### src/rtl/pseq_pkg.sv
package pseq_pkg;
  timeunit 1ns;
  timeprecision 1ps;

  // flow kind presented with every first word
  typedef enum logic [2:0] {
    KIND_SEQ  = 3'd0,
    KIND_JMP  = 3'd1,
    KIND_CAL  = 3'd2,
    KIND_LJMP = 3'd3,
    KIND_LCAL = 3'd4,
    KIND_RET  = 3'd5
  } pseq_kind_e;

  localparam int CLS_W = 2;
  localparam logic [CLS_W-1:0] CLS_NONE = '0;
endpackage

### src/rtl/pseq_stack.sv
module pseq_stack #(
  parameter int AW    = 10,
  parameter int DEPTH = 2
) (
  input  logic          clk,
  input  logic          rst_n,
  input  logic          push_i,
  input  logic          pop_i,
  input  logic [AW-1:0] push_data_i,
  output logic [AW-1:0] top_o
);
  timeunit 1ns;
  timeprecision 1ps;

  logic [AW-1:0] lvl_q [DEPTH];

  // push shifts down and drops the deepest entry; pop shifts up and keeps the deepest entry
  always_ff @(posedge clk or negedge rst_n) begin
    if (!rst_n) begin
      for (int i = 0; i < DEPTH; i++) lvl_q[i] <= '0;
    end else if (push_i) begin
      lvl_q[0] <= push_data_i;
      for (int i = 1; i < DEPTH; i++) lvl_q[i] <= lvl_q[i-1];
    end else if (pop_i) begin
      for (int i = 0; i < DEPTH-1; i++) lvl_q[i] <= lvl_q[i+1];
    end
  end

  assign top_o = lvl_q[0];

  assert_push_pop_excl_R8: assert property (@(posedge clk) disable iff (!rst_n)
    !(push_i && pop_i)) else $error("push and pop together");

  assert_push_top_R7: assert property (@(posedge clk) disable iff (!rst_n)
    push_i |=> top_o == $past(push_data_i)) else $error("push lost");

  if (DEPTH > 1) begin : g_deep
    assert_push_shift_R7: assert property (@(posedge clk) disable iff (!rst_n)
      push_i |=> lvl_q[1] == $past(lvl_q[0])) else $error("push shift");
    assert_pop_up_R8: assert property (@(posedge clk) disable iff (!rst_n)
      pop_i |=> lvl_q[0] == $past(lvl_q[1])) else $error("pop shift");
    assert_pop_keep_R8: assert property (@(posedge clk) disable iff (!rst_n)
      pop_i |=> lvl_q[DEPTH-1] == $past(lvl_q[DEPTH-1])) else $error("pop deepest");
  end
endmodule

### src/rtl/pseq_skip.sv
module pseq_skip
  import pseq_pkg::*;
(
  input  logic             clk,
  input  logic             rst_n,
  input  logic             valid_i,
  input  logic             word2_i,
  input  logic [CLS_W-1:0] run_class_i,
  input  logic             skip_set_i,
  output logic             nop_o
);
  timeunit 1ns;
  timeprecision 1ps;

  logic             sf_q;       // skip flag
  logic             skip2_q;    // first word of the long op was a no-operation
  logic [CLS_W-1:0] last_cls_q; // class of the previous first word
  logic             run_hit;

  assign run_hit = (run_class_i != CLS_NONE) && (run_class_i == last_cls_q);
  assign nop_o   = word2_i ? skip2_q : (sf_q || run_hit);

  always_ff @(posedge clk or negedge rst_n) begin
    if (!rst_n) begin
      sf_q       <= 1'b0;
      skip2_q    <= 1'b0;
      last_cls_q <= CLS_NONE;
    end else if (valid_i) begin
      sf_q <= nop_o ? 1'b0 : skip_set_i;
      if (!word2_i) begin
        skip2_q    <= nop_o;
        last_cls_q <= run_class_i;
      end
    end
  end

  assert_flag_source_R9: assert property (@(posedge clk) disable iff (!rst_n)
    $rose(sf_q) |-> $past(valid_i && skip_set_i)) else $error("flag set without request");

  assert_flag_clear_R9: assert property (@(posedge clk) disable iff (!rst_n)
    (valid_i && !word2_i && nop_o) |=> !sf_q) else $error("flag survived skip");

  assert_class_hold_R11: assert property (@(posedge clk) disable iff (!rst_n)
    (valid_i && word2_i) |=> $stable(last_cls_q)) else $error("second word changed class");
endmodule

### src/rtl/pseq_pc.sv
module pseq_pc
  import pseq_pkg::*;
#(
  parameter int PAGE_W = 4,
  parameter int OFS_W  = 6,
  parameter int WORD_W = 8,
  localparam int AW    = PAGE_W + OFS_W,
  localparam int HI_W  = AW - WORD_W
) (
  input  logic              clk,
  input  logic              rst_n,
  input  logic              valid_i,
  input  logic [2:0]        kind_i,
  input  logic [WORD_W-1:0] imm_i,
  input  logic              nop_i,
  input  logic [AW-1:0]     stack_top_i,
  output logic [AW-1:0]     pc_o,
  output logic              word2_o,
  output logic              push_o,
  output logic              pop_o,
  output logic [AW-1:0]     push_data_o
);
  timeunit 1ns;
  timeprecision 1ps;

  pseq_kind_e      kind;
  logic [AW-1:0]   pc_q, pc_d, pc_inc;
  logic            w2_q, w2_d;
  logic [HI_W-1:0] lhi_q, lhi_d;
  logic            lcall_q, lcall_d;
  logic            is_long;

  assign kind    = pseq_kind_e'(kind_i);
  assign pc_inc  = pc_q + 1'b1;
  assign is_long = (kind == KIND_LJMP) || (kind == KIND_LCAL);

  always_comb begin
    pc_d        = pc_q;
    w2_d        = w2_q;
    lhi_d       = lhi_q;
    lcall_d     = lcall_q;
    push_o      = 1'b0;
    pop_o       = 1'b0;
    push_data_o = pc_inc;
    if (valid_i) begin
      if (w2_q) begin
        w2_d = 1'b0;
        if (nop_i) begin
          pc_d = pc_inc;
        end else begin
          pc_d = {lhi_q, imm_i};
          push_o = lcall_q;       // pc_q is first word + 1 here
        end
      end else if (nop_i) begin
        pc_d = pc_inc;
        w2_d = is_long;
      end else begin
        case (kind)
          KIND_JMP: pc_d = {pc_q[AW-1:OFS_W], imm_i[OFS_W-1:0]};
          KIND_CAL: begin
            push_o = 1'b1;
            pc_d   = {pc_q[AW-1:OFS_W], imm_i[OFS_W-1:0]};
          end
          KIND_LJMP, KIND_LCAL: begin
            w2_d    = 1'b1;
            lhi_d   = imm_i[HI_W-1:0];
            lcall_d = (kind == KIND_LCAL);
            pc_d    = pc_inc;
          end
          KIND_RET: begin
            pop_o = 1'b1;
            pc_d  = stack_top_i;
          end
          default: pc_d = pc_inc;
        endcase
      end
    end
  end

  always_ff @(posedge clk or negedge rst_n) begin
    if (!rst_n) begin
      pc_q    <= '0;
      w2_q    <= 1'b0;
      lhi_q   <= '0;
      lcall_q <= 1'b0;
    end else begin
      pc_q    <= pc_d;
      w2_q    <= w2_d;
      lhi_q   <= lhi_d;
      lcall_q <= lcall_d;
    end
  end

  assign pc_o    = pc_q;
  assign word2_o = w2_q;

  assert_stall_hold_R2: assert property (@(posedge clk) disable iff (!rst_n)
    !valid_i |=> $stable(pc_q) && $stable(w2_q)) else $error("stall moved state");

  assert_short_page_R3: assert property (@(posedge clk) disable iff (!rst_n)
    (valid_i && !w2_q && !nop_i && kind == KIND_JMP) |=>
      pc_q[OFS_W-1:0] == $past(imm_i[OFS_W-1:0]) &&
      pc_q[AW-1:OFS_W] == $past(pc_q[AW-1:OFS_W])) else $error("short jump left page");

  assert_skip_incr_R9: assert property (@(posedge clk) disable iff (!rst_n)
    (valid_i && nop_i) |=> pc_q == $past(pc_inc)) else $error("skipped word moved pc");

  assert_skip_nostack_R10: assert property (@(posedge clk) disable iff (!rst_n)
    nop_i |-> !push_o && !pop_o) else $error("skipped word used stack");

  assert_word2_origin_R5: assert property (@(posedge clk) disable iff (!rst_n)
    $rose(w2_q) |-> $past(valid_i && is_long)) else $error("second word from nowhere");
endmodule

### src/rtl/page_seq.sv
module page_seq
  import pseq_pkg::*;
#(
  parameter int PAGE_W      = 4,
  parameter int OFS_W       = 6,
  parameter int WORD_W      = 8,
  parameter int STACK_DEPTH = 2,
  localparam int AW         = PAGE_W + OFS_W
) (
  input  logic              clk,
  input  logic              rst_n,
  input  logic              op_valid_i,
  input  logic [2:0]        op_kind_i,
  input  logic [WORD_W-1:0] op_imm_i,
  input  logic [CLS_W-1:0]  run_class_i,
  input  logic              skip_set_i,
  output logic [AW-1:0]     fetch_addr_o,
  output logic              word2_o,
  output logic              nop_o
);
  timeunit 1ns;
  timeprecision 1ps;

  logic          push, pop;
  logic [AW-1:0] push_data, stack_top;

  pseq_skip u_skip (
    .clk         (clk),
    .rst_n       (rst_n),
    .valid_i     (op_valid_i),
    .word2_i     (word2_o),
    .run_class_i (run_class_i),
    .skip_set_i  (skip_set_i),
    .nop_o       (nop_o)
  );

  pseq_pc #(.PAGE_W(PAGE_W), .OFS_W(OFS_W), .WORD_W(WORD_W)) u_pc (
    .clk         (clk),
    .rst_n       (rst_n),
    .valid_i     (op_valid_i),
    .kind_i      (op_kind_i),
    .imm_i       (op_imm_i),
    .nop_i       (nop_o),
    .stack_top_i (stack_top),
    .pc_o        (fetch_addr_o),
    .word2_o     (word2_o),
    .push_o      (push),
    .pop_o       (pop),
    .push_data_o (push_data)
  );

  pseq_stack #(.AW(AW), .DEPTH(STACK_DEPTH)) u_stack (
    .clk         (clk),
    .rst_n       (rst_n),
    .push_i      (push),
    .pop_i       (pop),
    .push_data_i (push_data),
    .top_o       (stack_top)
  );

  assert_ret_target_R8: assert property (@(posedge clk) disable iff (!rst_n)
    pop |=> fetch_addr_o == $past(stack_top)) else $error("return target");
endmodule

### config.mk
export PLATFORM = sky130hd
export DESIGN_NAME = page_seq
export DESIGN_NICKNAME = d
export VERILOG_FILES = /design/src/rtl/pseq_pkg.sv /design/src/rtl/pseq_stack.sv /design/src/rtl/pseq_skip.sv /design/src/rtl/pseq_pc.sv /design/src/rtl/page_seq.sv
export SDC_FILE = /design/constraint.sdc
export NUM_CORES = 1
export LEC_CHECK = 0
export ABC_AREA = 1
export BUFFER_PORTS_ARGS = -buffer_cell sky130_fd_sc_hd__buf_2
export CORE_ASPECT_RATIO = 1.1
export CORE_MARGIN = 2
export CORE_UTILIZATION = 40
export CTS_CLUSTER_SIZE = 16
export DETAILED_ROUTE_END_ITERATION = 7
export PLACE_DENSITY_LB_ADDON = 0.2
export SLEW_MARGIN = 20
export SYNTH_ARGS = -nofsm -noshare
export SYNTH_HDL_FRONTEND = slang
export SYNTH_SLANG_ARGS = --single-unit
### constraint.sdc
create_clock -name clk -period 2.2 [get_ports clk]
set_clock_uncertainty 0.15 [all_clocks]
set_input_delay 0.22 -clock clk [delete_from_list [all_inputs] [get_ports clk]]
set_output_delay 0.22 -clock clk [all_outputs]
set_load 0.02 [all_outputs]
==> impl_metrics.json, run 1 <==
{
  "cp-startpoint": "u_skip.last_cls_q[1]",
  "yosysMostFrequentCell": "nand2_1",
  "syn_to_final_growth_pct": 14.89,
  "relSlewSlack_pct": 66.49,
  "crit_required_ns": 1.83,
  "grt_antenna_before_repair": 0,
  "maxCapViolCount": 0,
  "power_frac_comb_pct": 37.9,
  "netlist_area_sq_mm": 0.002243,
  "syn_nets": 333,
  "yosysSeqAreaShare_pct": 42.39,
  "holdWs_ns": 0.02071,
  "r2r_cells": 10,
  "status": "complete, no violations",
  "viasPerCell": 4.993,
  "core.rowCount": 28,
  "die_w_microns": 75.41,
  "vias": 2117,
  "post_cts_resized": 0,
  "overflow": 0,
  "async_flop_share_pct": 100.0,
  "io_pins": 29,
  "critical-path-top-delay-family": "flip-flops",
  "hpwlAfterDp_microns": 4129,
  "cts_tree": "yes",
  "synth_top_area_cell": "dfrtp_1",
  "ys_ff_latch": 38,
  "synth_edf_count": 0,
  "numCtsBuffers": 5,
  "grt_max_degree": 39,
  "multi_input_area_sq_mm": 0.001104,
  "clockRootBuffer": "clkbuf_8",
  "layout.cells.non_filler": 424,
  "cts_sinks": 38,
  "hold_path_class": "in2reg",
  "routed_wl_microns": 5552,
  "switching_share_pct": 41.51,
  "first_pass_iters": 4,
  "grt_pass1_vias": 2047,
  "yosys_warnings": 0,
  "gp_congestion": 0.8436,
  "h-tree-depth": 2,
  "cp-start-kind": "flop",
  "hold_start": "skip_set_i",
  "syn_inst": 315,
  "slowest_delay_ns": 0.41,
  "seqPwrFrac_pct": 40.7,
  "ant_nets": 0,
  "max_freq_mhz": 488.3,
  "synth_top_area_share_pct": 42.39,
  "holdBufCountCts": 1,
  "min_period_ns": 2.048,
  "ys.flop_type": "dfrtp_1",
  "setup_tns_ns": 0,
  "ir_worst_vdd_uv": 642.1,
  "finalNetCount": 366,
  "die_h_microns": 82.55,
  "start_util_pct": 41.58,
  "cpMaxStageDelayCell": "dfrtp_1",
  "setup_viol": 0,
  "r2r_slack_ns": 0.31,
  "finalPower_uw": 2876,
  "crit_path_max_fanout": 9,
  "min_period_over_period_pct": 93.09,
  "rr_endpoint": "u_stack.top_o[0]",
  "drc_errors": 0,
  "path_class": "reg2out",
  "arrival_ns": 1.68,
  "drive_gt1_share_pct": 16.62,
  "internal_power_uw": 1682,
  "crit_path_end_kind": "output port",
  "register_area_sq_um": 950.9,
  "clk_latency_ns": 0.30,
  "placed_cells": 415,
  "avgSynthCellArea_sq_um": 7.122,
  "power.clock.fraction_pct": 21.4,
  "path_buf_inv": 2,
  "crit_path_frequent_cell": "nand2_1",
  "grt_usage_pct": 20.26,
  "path_cells": "inv_1 -> nand2_1 -> nand2_1 -> nand3_2 -> a21oi_2 -> buf_2",
  "yosysUniqueCellTypes": 31,
  "clkTransAtPathRegs_ns": 0.08,
  "cts_setup_buffers": 0,
  "powerDensity_mw_per_mm2": 1116,
  "tightest_slew_ns": 0.5026,
  "rsz0062_at_grt": "no",
  "power.leakage_uw": 0.001389,
  "drt-initial-drc-count": 143,
  "port_buffers": 28,
  "coreArea_sq_mm": 0.005395,
  "crit_end": "nop_o",
  "cp_num_cells": 6,
  "hold_violations": 0,
  "fillCellCount": 589,
  "clockBufferDepth": 2,
  "die_area_sq_mm": 0.006224,
  "synth_area_leaders": "dfrtp_1 42%, nand2_1 19%, nand3_1 12%, inv_1 5.7%, nor2_1 4.0%",
  "p_sw_uw": 1194,
  "rr_startpoint": "u_skip.last_cls_q[1]",
  "diodes": 0,
  "grt_pass1_wl_microns": 9466,
  "wire_per_inst_microns": 13.09,
  "yosys-top-cells-count": "111 x nand2_1, 53 x nand3_1, 38 x dfrtp_1",
  "slew_violations": 0
}
## final cells by class
class / instances / area share (%)
tap: 75 / 3.641
sequential: 38 / 36.89
inverter: 36 / 5.243
clock buffer: 5 / 2.670
multi-input combinational: 234 / 42.82
clock inverter: 3 / 1.748
timing repair buffer: 33 / 6.990
## stage by stage
stage	utilization, %	cell area (sq um)	worst slack (ns)
finish	47.77	2577	0.1521
global route	47.77	2577	0.03966
global placement	45.48	2454	0.3869
floorplan	-	2243	0.4919
CTS	47.77	2577	0.1387
detailed placement	45.48	2454	0.3352
## placed cells by master, fill, tap and decap left out
master / netlist / final
o21ai_0: 15 / 15
a21oi_1: 5 / 5
o21ai_1: 1 / 1
clkinvlp_4: 0 / 2
nand2_4: 1 / 1
inv_2: 2 / 2
inv_1: 34 / 34
o211ai_1: 1 / 1
xor2_1: 1 / 1
o21ai_2: 5 / 5
nor2_2: 1 / 1
xnor2_1: 2 / 2
nand3_1: 53 / 53
nand4_1: 1 / 1
dfrtp_1: 38 / 38
dlygate4sd3_1: 0 / 1
nand2_2: 3 / 3
buf_2: 1 / 28
a21oi_2: 1 / 1
buf_4: 1 / 4
bufinv_16: 0 / 1
nor2_4: 1 / 1
nor2_8: 1 / 1
ha_1: 1 / 1
nand3_2: 1 / 1
o211ai_2: 1 / 1
nor3_1: 1 / 1
nor2_1: 24 / 24
clkbuf_8: 0 / 5
o22ai_1: 1 / 1
nand3b_1: 1 / 1
nand4_2: 1 / 1
nand2_1: 111 / 111
## worst min path at each step
stage,cells after the start,end,slack [ns]
after detailed placement,2,u_stack.lvl_q[8],0.16
after CTS,3,u_pc.lhi_q[0],0.02
final,3,u_skip.sf_q,0.02
after global routing,3,u_pc.lhi_q[0],0.05
after global placement,2,u_stack.top_o[8],0.16
after floorplan,0,u_pc.lcall_q,-0.23
## worst register-to-register path: cells and delay by family (launching register included)
kind	cells	cell delay (ns)
AOI/OAI and AO/OA	1	0.10
and+or+nand+nor	7	0.76
DFF	1	0.41
buffers and inverters	2	0.40
## flip-flops by register name, summed over array words and instances (netlist names)
| register | flops |
|---|---|
| u_pc.word2_o | 1 |
| u_skip.last_cls_q | 2 |
| u_stack.lvl_q | 10 |
| u_pc.pc_o | 10 |
| u_pc.lhi_q | 2 |
| u_stack.top_o | 10 |
| u_skip.sf_q | 1 |
| u_pc.lcall_q | 1 |
| u_skip.skip2_q | 1 |
## metal layers
| layer | track usage, % | vias up | routed length (microns) |
|---|---|---|---|
| met5 | 0 | - | 0 |
| met4 | 6.491 | 0 | 85 |
| met3 | 3.762 | 9 | 274 |
| met2 | 32.87 | 50 | 2657 |
| met1 | 27.18 | 989 | 2534 |
| li1 | - | 1069 | - |
## power groups by stage
stage                     clock [uW]  sequential (uW)  combinational (uW)
after floorplan                    0             1230                 689
after global placement             0             1180                1070
after detailed placement           0             1180                1090
after CTS                        622             1170                1100
after global routing             655             1210                1250
final                            616             1170                1090
## cell families (layout without fill, tap and decap cells)
logic type      after synthesis  in the layout  synth area share (%)
flops                        38             38                 42.39
simple gates                200            200                 39.26
fa+ha+maj                     1              1                0.5576
compound gates               30             30                 8.198
buf+inv                      43             77                 8.422
xor+xnor                      3              3                 1.171
Note: power is estimated with default switching activity, not from simulation.
==> run 2: changes to the inputs <==
- ABC_AREA: 1 -> unset
==> impl_metrics.json, run 2 <==
{
  "grt_pass1_wl_microns": 8618,
  "ys_ff_latch": 38,
  "diodes": 0,
  "drt-initial-drc-count": 59,
  "yosysSeqAreaShare_pct": 42.99,
  "clkTransAtPathRegs_ns": 0.07,
  "die_area_sq_mm": 0.006142,
  "syn_nets": 226,
  "ant_nets": 0,
  "wire_per_inst_microns": 15.48,
  "clk_latency_ns": 0.30,
  "rsz0062_at_grt": "no",
  "power.leakage_uw": 0.001209,
  "die_h_microns": 82.00,
  "viasPerCell": 5.121,
  "synth_top_area_cell": "dfrtp_1",
  "internal_power_uw": 1899,
  "ys.flop_type": "dfrtp_1",
  "drive_gt1_share_pct": 35.69,
  "slew_violations": 0,
  "yosysUniqueCellTypes": 56,
  "layout_commonest_cell": "dfrtp_1",
  "switching_share_pct": 36.31,
  "yosysMostFrequentCell": "dfrtp_1",
  "power.clock.fraction_pct": 19.8,
  "cts_tree": "yes",
  "synth_area_leaders": "dfrtp_1 43%, mux2_4 6.8%, mux2i_1 5.0%, nor2_1 3.7%, a21oi_2 2.8%",
  "powerDensity_mw_per_mm2": 1115,
  "netlist_area_sq_mm": 0.002212,
  "p_sw_uw": 1083,
  "power_frac_comb_pct": 38.1,
  "hold_violations": 0,
  "pre_cts_ws_ns": 0.07264,
  "routed_wl_microns": 5108,
  "core.rowCount": 28,
  "port_buffers": 28,
  "crit_path_max_fanout": 29,
  "clockBufferDepth": 2,
  "vias": 1690,
  "seqPwrFrac_pct": 42.1,
  "final_cell_area_sq_mm": 0.002674,
  "drc_errors": 0,
  "crit_required_ns": 2.23,
  "hpwlAfterDp_microns": 3777,
  "die_w_microns": 74.91,
  "syn_inst": 208,
  "multi_input_area_sq_mm": 0.001157,
  "register_area_sq_um": 950.9,
  "hold_path_class": "in2reg",
  "grt_antenna_before_repair": 0,
  "synth_edf_count": 0,
  "grt_max_degree": 30,
  "grt_usage_pct": 18.71,
  "yosys_warnings": 0,
  "syn_to_final_growth_pct": 20.87,
  "finalNetCount": 272,
  "status": "complete, no violations",
  "grt_pass1_vias": 1742,
  "rr_startpoint": "u_pc.word2_o",
  "start_util_pct": 41.27,
  "min_period_ns": 2.130,
  "synth_top_area_share_pct": 42.99,
  "gp_congestion": 0.7800,
  "maxCapViolCount": 0,
  "cp-start-kind": "flop",
  "clockRootBuffer": "clkbuf_8",
  "min_period_over_period_pct": 96.80,
  "timing.final.ws_setup_ns": 0.07038,
  "max_freq_mhz": 469.6,
  "arrival_ns": 2.16,
  "fillCellCount": 532,
  "final_cell_mix": "38 x dfrtp_1, 27 x buf_2, 21 x nor2_1",
  "path_class": "reg2reg",
  "avgSynthCellArea_sq_um": 10.64,
  "h-tree-depth": 2,
  "crit_path_end_kind": "flop",
  "io_pins": 29,
  "final_core_util_pct": 49.88,
  "first_pass_iters": 4,
  "whs_path_depth": 3,
  "numCtsBuffers": 5,
  "hold_end": "u_skip.sf_q",
  "hold_start": "skip_set_i",
  "relSlewSlack_pct": 68.86,
  "overflow": 0,
  "setup_viol": 0,
  "r2r_slack_ns": 0.07,
  "cts_sinks": 38,
  "r2r_cells": 5,
  "finalPower_uw": 2982,
  "tightest_slew_ns": 0.4661,
  "async_flop_share_pct": 100.0,
  "coreArea_sq_mm": 0.005360,
  "ir_worst_vdd_uv": 422.3,
  "setup_tns_ns": 0,
  "rr_endpoint": "u_stack.lvl_q[3]",
  "place_area_sq_mm": 0.002525,
  "yosys-top-cells-count": "38 x dfrtp_1, 22 x nor2_1, 11 x a21oi_1, 11 x mux2i_1, 10 x mux2_4"
}
==> run 2: changes by cell type in the layout (fill, tap and decap cells not counted), moves of 4 or more <==
cell and delta:
nand2_1 -102, a21oi_1 +6, o21ai_0 -11, nand3_1 -44, inv_1 -27, mux2i_1 +11, o21ai_2 -4, buf_4 +16
a21oi_2 +6, and2_1 +4, mux2_4 +10
==> run 2: per-layer routing <==
layer | GRT usage (%) | vias up | routed length (microns)
met1 | 24.85 | 806 | 2476
met2 | 30.26 | 26 | 2420
met3 | 3.681 | 6 | 136
met4 | 6.429 | 0 | 74
li1 | - | 852 | -
met5 | 0 | - | 0
==> run 2: power by group through the flow <==
stage               logic (uW)  registers, uW  clock network [uW]
detailed placement        1120           1270                   0
CTS                       1130           1250                 609
finish                    1140           1250                 591
global route              1270           1300                 631
floorplan                  749           1280                   0
global placement          1110           1250                   0
==> run 2: cell type report <==
class,count,area share [%]
clock buffers,7,2.854
clock inverters,1,1.123
inverters,8,1.123
multi-input cells,151,43.29
flip-flops and latches,38,35.56
well taps,75,3.510
repair buffers,50,12.54
==> run 2: how the worst max path moves through the flow <==
stage	from	to	slack, ns	cells past startpoint
2_1_floorplan	u_pc.word2_o	u_stack.lvl_q[0]	0.005	5
3_3_place_gp	u_pc.word2_o	u_stack.lvl_q[7]	0.12	5
5_1_grt	u_pc.word2_o	u_stack.lvl_q[3]	0.001	5
6_report	u_pc.word2_o	u_stack.lvl_q[3]	0.07	5
4_1_cts	u_skip.last_cls_q[1]	nop_o	0.005	6
3_5_place_dp	u_pc.word2_o	u_stack.lvl_q[3]	0.07	5
==> run 2: kinds of logic (layout without fill, tap and decap cells) <==
kind of cell	after synthesis	count (layout)	synth area share [%]
DFF	38	38	42.99
xor gates and xnor gates	7	7	3.111
and+or+nand+nor	68	68	16.63
AOI/OAI and AO/OA	50	50	17.87
muxes	25	25	13.80
buffers and inverters	19	66	5.033
adders and majority gates	1	1	0.5655
==> run 2: worst max-delay path: stages, from the launching register on <==
cell,delay [ns]
dfrtp_1,0.38
or4b_4,0.55
a2111oi_4,0.31
o21ai_2,0.12
buf_12,0.19
mux2_4,0.31
==> run 2: through the flow <==
step,instances,hold WS (ns)
after floorplan,208,-0.2256
after global placement,318,-0.03397
after detailed placement,318,-0.03798
after CTS,329,0.01822
after global routing,330,0.03712
final,330,0.02803
==> run 2: repair_timing <==
item                                    CTS  global route
gates resized for setup                   1             4
hold endpoints to repair                 38             0
endpoints found under the setup margin    1             3
pin swaps                                 2             0
hold buffers                              1             0
setup buffers                             2             1
==> run 3: changes to the inputs <==
- CAP_MARGIN: unset -> 20
- clock period: 2.2 -> 1.7 ns (I/O delays scaled with it)
==> impl_metrics.json, run 3 (synthesis gave the netlist of run 2 again) <==
{
  "maxCapViolCount": 0,
  "syn_to_final_growth_pct": 51.81,
  "max_freq_mhz": 492.8,
  "holdWs_ns": 0.06825,
  "gp_congestion": 0.7812,
  "core.rowCount": 28,
  "placed_cells": 340,
  "layout_commonest_cell": "buf_4",
  "coreArea_sq_mm": 0.005360,
  "ant_nets": 0,
  "drive_gt1_share_pct": 57.64,
  "min_period_ns": 2.029,
  "hold_violations": 0,
  "routed.top_layer": "met4",
  "crit_path_end_kind": "flop",
  "p_sw_uw": 1678,
  "hold_path_class": "in2reg",
  "clk_latency_ns": 0.29,
  "met3WireLength_microns": 183,
  "power.clock.fraction_pct": 19.9,
  "cts_sinks": 38,
  "layout.cells.non_filler": 363,
  "io_pins": 29,
  "drt-met1-wl_microns": 2536,
  "vias": 1899,
  "relSlewSlack_pct": 69.00,
  "crit_required_ns": 1.74,
  "drt-initial-drc-count": 72,
  "powerDensity_mw_per_mm2": 1403,
  "clockBufferDepth": 2,
  "viasPerCell": 5.231,
  "hpwlAfterDp_microns": 4016,
  "port_buffers": 28,
  "internal_power_uw": 3036,
  "crit_path_max_fanout": 8,
  "overflow": 0,
  "grt_pass1_vias": 2020,
  "min_period_over_period_pct": 119.4,
  "ir_worst_vdd_uv": 757.3,
  "diodes": 0,
  "start_util_pct": 41.27,
  "routed_wl_microns": 5813,
  "place_area_sq_mm": 0.002849,
  "die_area_sq_mm": 0.006142,
  "rsz0062_at_grt": "yes",
  "status": "complete, but fails checks",
  "violations": "setup timing",
  "cts_tree": "yes",
  "power.leakage_uw": 0.001484,
  "die_w_microns": 74.91,
  "setup_viol": 35,
  "power_frac_comb_pct": 46.3,
  "grt_pass1_wl_microns": 9853,
  "tightest_slew_ns": 0.4640,
  "first_pass_iters": 4,
  "h-tree-depth": 2,
  "final_cell_area_sq_mm": 0.003358,
  "final_core_util_pct": 62.65,
  "final_cell_mix": "36 x buf_4, 33 x dfrtp_1, 27 x buf_2",
  "timing.final.ws_setup_ns": -0.3293,
  "path_class": "reg2reg",
  "arrival_ns": 2.07,
  "finalNetCount": 305,
  "seqPwrFrac_pct": 33.8,
  "clockRootBuffer": "clkbuf_8",
  "grt_max_degree": 23,
  "numCtsBuffers": 5,
  "slew_violations": 0,
  "grt_usage_pct": 21.47,
  "die_h_microns": 82.00,
  "grt_antenna_before_repair": 0,
  "routed-wl-met2_microns": 2951,
  "wire_per_inst_microns": 16.01,
  "cp-start-kind": "flop",
  "clkTransAtPathRegs_ns": 0.08,
  "drc_errors": 0,
  "switching_share_pct": 35.59
}
-- run 3: changes by cell type in the layout (fill, tap and decap cells not counted), sizes merged --
cell / before / now
buf: 49 / 76
bufbuf: 0 / 2
bufinv: 1 / 2
clkbuf: 7 / 5
clkinv: 0 / 1
dlygate4sd3: 1 / 5
-- run 3: critical path, cell delays in order, from the launching register on --
cell,delay (ns)
dfrtp_2,0.42
or4b_4,0.50
a2111oi_4,0.25
o21ai_4,0.14
buf_12,0.17
mux2_4,0.29
-- run 3: area by class of cell --
cell class                 instances  area (sq um)
sequential                        38         957.2
timing repair buffer              83         701.9
inverter                           8         32.53
clock buffer                       5         68.82
clock inverter                     3         68.82
fill                             441          2002
tap                               75         93.84
multi-input combinational        151          1435
-- run 3: per-stage QoR --
stage	TNS, ns	power (uW)	setup WS [ns]
floorplan	-6.108	2784	-0.2967
global placement	-6.525	3452	-0.2698
detailed placement	-7.661	3485	-0.2977
CTS	-9.196	4623	-0.3326
global route	-11.32	5012	-0.3952
finish	-9.041	4713	-0.3293
-- run 3: per-layer routing --
| layer | vias to the layer above | global-route usage [%] |
|---|---|---|
| met3 | 12 | 3.804 |
| met4 | 0 | 7.857 |
| met1 | 938 | 27.88 |
| met2 | 33 | 35.53 |
| met5 | - | 0 |
| li1 | 916 | - |
-- run 3: path summary, 6_finish.rpt --
check	start	to	slack, ns	cells after the start
setup reg to reg	u_pc.word2_o	u_stack.lvl_q[9]	-0.33	5
setup / recovery	u_pc.word2_o	u_stack.lvl_q[9]	-0.33	5
max in group asynchronous	rst_n	u_pc.pc_o[2]	0.71	3
min in group asynchronous	rst_n	u_stack.top_o[4]	0.20	2
hold / removal	run_class_i[0]	u_skip.last_cls_q[0]	0.07	2
hold reg to reg	u_skip.skip2_q	u_skip.skip2_q	0.36	1
-- run 3: power groups by stage --
stage / Combinational (uW) / Clock, uW / Sequential, uW
5_1_grt: 2360 / 999 / 1650
4_1_cts: 2100 / 956 / 1570
3_5_place_dp: 1910 / 0 / 1580
3_3_place_gp: 1880 / 0 / 1570
2_1_floorplan: 1110 / 0 / 1670
6_report: 2180 / 939 / 1590
-- run 3: what timing repair did --
item                       4_1_cts  5_1_grt
hold buffers                     5        0
pin swaps                        6       13
resized for setup               30       15
hold endpoints to repair        20        0
setup endpoints to repair       35       35
cloned                           2        0
setup buffers                    7        2
